[config.mk]
export PLATFORM = sky130hd
export DESIGN_NAME = irq_line_ctrl
export DESIGN_NICKNAME = d
export VERILOG_FILES = /design/src/rtl/irq_line_pkg.sv /design/src/rtl/irq_line_sync.sv /design/src/rtl/irq_line_detect.sv /design/src/rtl/irq_line_regs.sv /design/src/rtl/irq_line_ctrl.sv
export SDC_FILE = /design/constraint.sdc
export NUM_CORES = 1
export LEC_CHECK = 0
export BUFFER_PORTS_ARGS = -buffer_cell sky130_fd_sc_hd__buf_2
export CAP_MARGIN = 20
export CORE_UTILIZATION = 31
export DETAILED_ROUTE_END_ITERATION = 16
export HOLD_SLACK_MARGIN = 0.02
export PLACE_DENSITY_LB_ADDON = 0.12
export SYNTH_ARGS = -nofsm -noshare
export SYNTH_HDL_FRONTEND = slang
export SYNTH_HIERARCHICAL = 1
export SYNTH_SLANG_ARGS = --single-unit
[constraint.sdc]
create_clock -name clk -period 1.1 [get_ports clk]
set_input_delay 0.11 -clock clk [delete_from_list [all_inputs] [get_ports clk]]
set_output_delay 0.11 -clock clk [all_outputs]
set_load 0.01 [all_outputs]
[src/rtl/irq_line_pkg.sv]
package irq_line_pkg;

   typedef enum logic [1:0] {
      TRIG_LOW_LVL  = 2'd0,
      TRIG_FALL     = 2'd1,
      TRIG_HIGH_LVL = 2'd2,
      TRIG_RISE     = 2'd3
   } trig_e;

   localparam int NUM_MAPS = 2;

   // layout A
   localparam logic [7:0] MAPA_CTRL = 8'h00;
   localparam logic [7:0] MAPA_PEND = 8'h04;
   localparam logic [7:0] MAPA_EN   = 8'h08;
   // layout B
   localparam logic [7:0] MAPB_CTRL = 8'h0C;
   localparam logic [7:0] MAPB_PEND = 8'h10;
   localparam logic [7:0] MAPB_EN   = 8'h40;

   localparam int MIN_ADDR_W = 7;

endpackage

[src/rtl/irq_line_sync.sv]
module irq_line_sync #(
   parameter int   STAGES = 2,
   parameter logic IDLE   = 1'b1
) (
   input  logic clk,
   input  logic rst_n,
   input  logic din,
   output logic lvl,
   output logic lvl_d
);

   if (STAGES < 2) begin : g_bad_stages
      $error("irq_line_sync: STAGES must be at least 2");
   end

   logic [STAGES-1:0] chain_q;
   logic              prev_q;

   always_ff @(posedge clk or negedge rst_n) begin
      if (!rst_n) begin
         chain_q <= {STAGES{IDLE}};
         prev_q  <= IDLE;
      end else begin
         chain_q <= {chain_q[STAGES-2:0], din};
         prev_q  <= chain_q[STAGES-1];
      end
   end

   assign lvl   = chain_q[STAGES-1];
   assign lvl_d = prev_q;

endmodule

[src/rtl/irq_line_detect.sv]
module irq_line_detect
   import irq_line_pkg::*;
(
   input  logic  clk,
   input  logic  rst_n,
   input  trig_e trig,
   input  logic  lvl,
   input  logic  lvl_d,
   input  logic  ack,
   output logic  pending
);

   logic is_edge;
   logic active_hi;
   logic edge_hit;
   logic level_hit;
   logic evt;
   logic pend_q;

   assign is_edge   = trig[0];
   assign active_hi = trig[1];
   assign edge_hit  = active_hi ? (lvl & ~lvl_d) : (~lvl & lvl_d);
   assign level_hit = (lvl == active_hi);
   assign evt       = is_edge ? edge_hit : level_hit;

   // new event has priority over the acknowledge
   always_ff @(posedge clk or negedge rst_n) begin
      if (!rst_n) pend_q <= 1'b0;
      else        pend_q <= evt | (pend_q & ~ack);
   end

   assign pending = pend_q;

   AST_RISE_SETS: assert property (@(posedge clk) disable iff (!rst_n)
      (trig == TRIG_RISE && $rose(lvl)) |=> pending);
   AST_FALL_SETS: assert property (@(posedge clk) disable iff (!rst_n)
      (trig == TRIG_FALL && $fell(lvl)) |=> pending);
   AST_EDGE_HOLDS: assert property (@(posedge clk) disable iff (!rst_n)
      (trig[0] && pending && !ack) |=> pending);
   AST_LEVEL_RESETS: assert property (@(posedge clk) disable iff (!rst_n)
      (!trig[0] && lvl == trig[1]) |=> pending);
   AST_ACK_CLEARS: assert property (@(posedge clk) disable iff (!rst_n)
      (ack && trig[0] && $stable(lvl)) |=> !pending);

endmodule

[src/rtl/irq_line_regs.sv]
module irq_line_regs
   import irq_line_pkg::*;
#(
   parameter int DATA_W  = 32,
   parameter int ADDR_W  = 8,
   parameter int MAP_SEL = 0
) (
   input  logic              clk,
   input  logic              rst_n,
   input  logic              wr_en,
   input  logic              rd_en,
   input  logic [ADDR_W-1:0] addr,
   input  logic [DATA_W-1:0] wdata,
   output logic [DATA_W-1:0] rdata,
   input  logic              pending_in,
   output trig_e             trig,
   output logic              en,
   output logic              ack
);

   if (MAP_SEL < 0 || MAP_SEL >= NUM_MAPS) begin : g_bad_map
      $error("irq_line_regs: MAP_SEL out of range");
   end
   if (ADDR_W < MIN_ADDR_W) begin : g_bad_addr
      $error("irq_line_regs: ADDR_W too narrow for the register layout");
   end
   if (DATA_W < 2) begin : g_bad_data
      $error("irq_line_regs: DATA_W must be at least 2");
   end

   logic [ADDR_W-1:0] off_ctrl;
   logic [ADDR_W-1:0] off_pend;
   logic [ADDR_W-1:0] off_en;

   if (MAP_SEL == 1) begin : g_map_b
      assign off_ctrl = ADDR_W'(MAPB_CTRL);
      assign off_pend = ADDR_W'(MAPB_PEND);
      assign off_en   = ADDR_W'(MAPB_EN);
   end else begin : g_map_a
      assign off_ctrl = ADDR_W'(MAPA_CTRL);
      assign off_pend = ADDR_W'(MAPA_PEND);
      assign off_en   = ADDR_W'(MAPA_EN);
   end

   logic  hit_ctrl, hit_pend, hit_en;
   trig_e trig_q;
   logic  en_q;
   logic  unused_wdata;

   assign hit_ctrl     = (addr == off_ctrl);
   assign hit_pend     = (addr == off_pend);
   assign hit_en       = (addr == off_en);
   assign unused_wdata = ^wdata[DATA_W-1:2];

   always_ff @(posedge clk or negedge rst_n) begin
      if (!rst_n) begin
         trig_q <= TRIG_LOW_LVL;
         en_q   <= 1'b0;
      end else if (wr_en) begin
         if (hit_ctrl) trig_q <= trig_e'(wdata[1:0]);
         if (hit_en)   en_q   <= wdata[0];
      end
   end

   assign ack  = wr_en & hit_pend & wdata[0];
   assign trig = trig_q;
   assign en   = en_q;

   always_comb begin
      rdata = '0;
      if (rd_en) begin
         if (hit_ctrl)      rdata[1:0] = trig_q;
         else if (hit_pend) rdata[0]   = pending_in;
         else if (hit_en)   rdata[0]   = en_q;
      end
   end

   AST_CTRL_WRITE: assert property (@(posedge clk) disable iff (!rst_n)
      (wr_en && addr == off_ctrl) |=> (trig == $past(wdata[1:0])));
   AST_EN_WRITE: assert property (@(posedge clk) disable iff (!rst_n)
      (wr_en && addr == off_en) |=> (en == $past(wdata[0])));
   AST_EN_KEEP: assert property (@(posedge clk) disable iff (!rst_n)
      !(wr_en && addr == off_en) |=> $stable(en));

endmodule

[src/rtl/irq_line_ctrl.sv]
module irq_line_ctrl
   import irq_line_pkg::*;
#(
   parameter int   DATA_W      = 32,
   parameter int   ADDR_W      = 8,
   parameter int   MAP_SEL     = 0,
   parameter int   SYNC_STAGES = 2,
   parameter logic IDLE_LEVEL  = 1'b1
) (
   input  logic              clk,
   input  logic              rst_n,
   input  logic              irq_in,
   input  logic              wr_en,
   input  logic              rd_en,
   input  logic [ADDR_W-1:0] addr,
   input  logic [DATA_W-1:0] wdata,
   output logic [DATA_W-1:0] rdata,
   output logic              irq_out
);

   logic  lvl, lvl_d;
   logic  pending;
   logic  en_q;
   logic  ack;
   trig_e trig;

   irq_line_sync #(
      .STAGES (SYNC_STAGES),
      .IDLE   (IDLE_LEVEL)
   ) u_sync (
      .clk   (clk),
      .rst_n (rst_n),
      .din   (irq_in),
      .lvl   (lvl),
      .lvl_d (lvl_d)
   );

   irq_line_detect u_detect (
      .clk     (clk),
      .rst_n   (rst_n),
      .trig    (trig),
      .lvl     (lvl),
      .lvl_d   (lvl_d),
      .ack     (ack),
      .pending (pending)
   );

   irq_line_regs #(
      .DATA_W  (DATA_W),
      .ADDR_W  (ADDR_W),
      .MAP_SEL (MAP_SEL)
   ) u_regs (
      .clk        (clk),
      .rst_n      (rst_n),
      .wr_en      (wr_en),
      .rd_en      (rd_en),
      .addr       (addr),
      .wdata      (wdata),
      .rdata      (rdata),
      .pending_in (pending),
      .trig       (trig),
      .en         (en_q),
      .ack        (ack)
   );

   assign irq_out = pending & en_q;

   AST_MASKED_QUIET: assert property (@(posedge clk) disable iff (!rst_n)
      (wr_en && !wdata[0] && ack == 1'b0 && $past(!en_q) && !en_q) |-> !irq_out);
   AST_ACK_DROPS_REQ: assert property (@(posedge clk) disable iff (!rst_n)
      (ack && trig[0] && $stable(lvl)) |=> !irq_out);

endmodule

==> metrics <==
violated checks setup timing; fin nets approximately 140; Crit. End Element primary output; arrival time at the worst endpoint about 1.1 ns; CP bufs+invs 3; Worst path top cell family by delay simple AND/OR/NAND/NOR gates; Switching Fraction between 20% and 30%; Placed Instances about 110; fraction of registers with async set/reset between 90% and 100%; Slew Viols, Final 0; register area share after synthesis between 20% and 30%; Die Y around 46 um; via count 440; worst setup margin -0.145 ns; Rows 15; maximum clock rate 803 MHz; first-pass GRT wire length 1480 um; Max stage delay on crit path between 0.2 and 0.3 ns; DR WL met3 66 um; clock skew approximately 0.0063 ns; WHS Path Cells 2; #FFs+latches synth 7; Mapped Cells 63; type of the worst setup path input port to primary output; routability cong. between 0.7 and 0.8; clk root buf clkbuf_4; Fin. Hold Viols 0; Pleak approximately 0.39 nW; post-DP HPWL 737 um; number of synthesized flops with an enable pin 0; drc violations 0; Initial Util around 34%; DR iter-0 viols 2; CP Depth 6; clock latency on the worst-skew pair between 0.2 and 0.3 ns; Reg power frac 42.9%; cts bufs inserted 3; CP startpoint addr[4]; ys flop type dfrtp_1; ant diodes 0; H-tree levels 1; outcome complete, but fails checks; IR drop worst, VDD approximately 0.81 mV; Reg-to-Reg Start u_detect/pending; CORE AREA 0.00176 mm2; vias per inst roughly 3.7; grt total ovfl 0; Comb pwr share 21.6%; Worst path slowest cell nor4_4; clock sink count 7; Die X around 46 um; maxcap violations 0; Register-to-Register Path Depth 4; drt wl/cell ~8.5 um; # IOs slightly below 80; synthesized cell area approximately 600 um2; PD cells 874 mW/mm2; layout cells sized above 1 44.1%; Metal-1 WL approximately 410 um; GRT Resource Usage Total around 10%; Syn. warnings 6; Die Area 0.00210 mm2; Area growth syn-to-layout 25.4%; largest net degree at the start of global routing 8; worst-case clock buffer depth 2; Antenna Nets Post-Route 0; Clock transition at path regs approximately 0.050 ns; Switch Pwr between 0.15 and 0.2 mW; most used cell, CP buf_2; Worst Path Required 0.99 ns; min cycle time layout between 1 and 1.5 ns; Total Routed Length roughly 1000 um; Int Pwr 0.465 mW; hold path start wdata[1]; TritonRoute pass-1 iters 5; power share of the clock group 35.6%; fin cells 118; CP Launch Type input port; routed length on met2 around 530 um; synth unique cells 23; pre-CTS setup slack -0.217 ns; critical-path maximum fanout 4; initial antenna violation count 0; Hold Slack ~0.10 ns; mean post-synth cell area approximately 9.5 um2; count of buffers from port buffering 17; Final setup viols 4; CTS tree done; max layer used met3; worst-path cell chain buf_2 > nor4_4 > buf_4 > nand2_1 > nor4b_4 > buf_2; vias in the first global route approximately 360; RSZ-0062 raised after global routing yes; Hold Path Class input port to flop; fin crit share 113%
-- stage by stage --
stage          total power, mW  instance area, um2  TNS [ns]  utilization (%)
2_1_floorplan            0.430                 706   -0.0551                -
3_3_place_gp             0.405                 627    -0.576             35.5
3_5_place_dp             0.405                 627    -0.677             35.5
4_1_cts                  0.660                 721    -0.360             40.9
5_1_grt                  0.703                 748    -0.526             42.4
6_report                 0.654                 748    -0.296             42.4
-- sequential cells by signal (all words and copies together), names as in the netlist --
name              flops
u_sync/chain_q        2
u_detect/pending      1
u_regs/en             1
u_sync/lvl_d          1
u_regs/trig           2
-- worst register-to-register path, cell delays in order (launching register included) --
cell and delay (ns):
dfrtp_1 0.37, buf_4 0.13, buf_6 0.10, nor2b_1 0.12, a221o_1 0.26
-- power by group through the flow --
| stage | sequential (mW) | combinational [mW] | clock [mW] |
|---|---|---|---|
| final | 0.280 | 0.141 | 0.233 |
| after CTS | 0.280 | 0.132 | 0.248 |
| after detailed placement | 0.285 | 0.121 | 0 |
| after global routing | 0.282 | 0.160 | 0.261 |
| after floorplan | 0.282 | 0.147 | 0 |
| after global placement | 0.284 | 0.120 | 0 |
-- kinds of logic (layout without fill, tap and decap cells) --
group                  Yosys count  in the layout  share of synthesized area, %
flip-flops                       7              7                          30.0
multiplexers                     3              3                          5.66
other                            1             30                         0.628
AND/OR/NAND/NOR                 18             18                          21.4
AO/OA/AOI/OAI                    3              3                          3.98
buffers and inverters           31             32                          38.4
-- cell usage after synthesis (3+ instances only) --
cell type	count	area [um2]
dfrtp_1	4	100
mux2_2	3	33.8
nand2_1	3	11.3
nor2b_1	3	18.8
buf_4	30	225
dfstp_2	3	78.8
-- cell usage in the layout, fill, tap and decap left out, drive strengths merged --
cell type,instances
nor2b,3
nand2b,1
and2,1
nor3,1
inv,1
buf,25
nand4,1
nand2,3
nand3,1
dfrtp,4
nor4b,1
conb,30
nor4,3
dlygate4sd3,2
a221o,1
or2,1
o22ai,1
a21boi,1
nor2,1
clkbuf,4
mux2,3
dfstp,3
and4,1
-- cell type report --
cell class,instances,area [um2]
flip-flops and latches,7,179
repair buffers,27,181
clock buffers,4,26.3
multi-input cells,54,327
well taps,25,31.3
inverters,1,3.75
fillers,183,1020
-- repair_timing --
item	CTS	global route
buffers inserted	4	0
setup endpoints to repair	3	4
gates cloned	0	0
resized for setup	4	4
pin swaps	2	1
hold endpoints to repair	8	0
hold buffers	2	0
-- per-layer routing --
layer	up-vias	track usage [%]
met5	-	0
met4	0	1.76
met3	0	5.16
met2	25	15.5
met1	204	12.6
li1	211	-
-- worst paths after layout --
kind	endpoint	slack (ns)
hold / removal	u_regs/trig[1]	0.10
setup reg to reg	u_detect/pending	0
min in group asynchronous	u_regs/trig[0]	0.21
setup / recovery	rdata[0]	-0.14
hold reg to reg	u_sync/chain_q[1]	0.35
max in group asynchronous	u_sync/lvl_d	0.66
(Power assumes the default switching activity.)
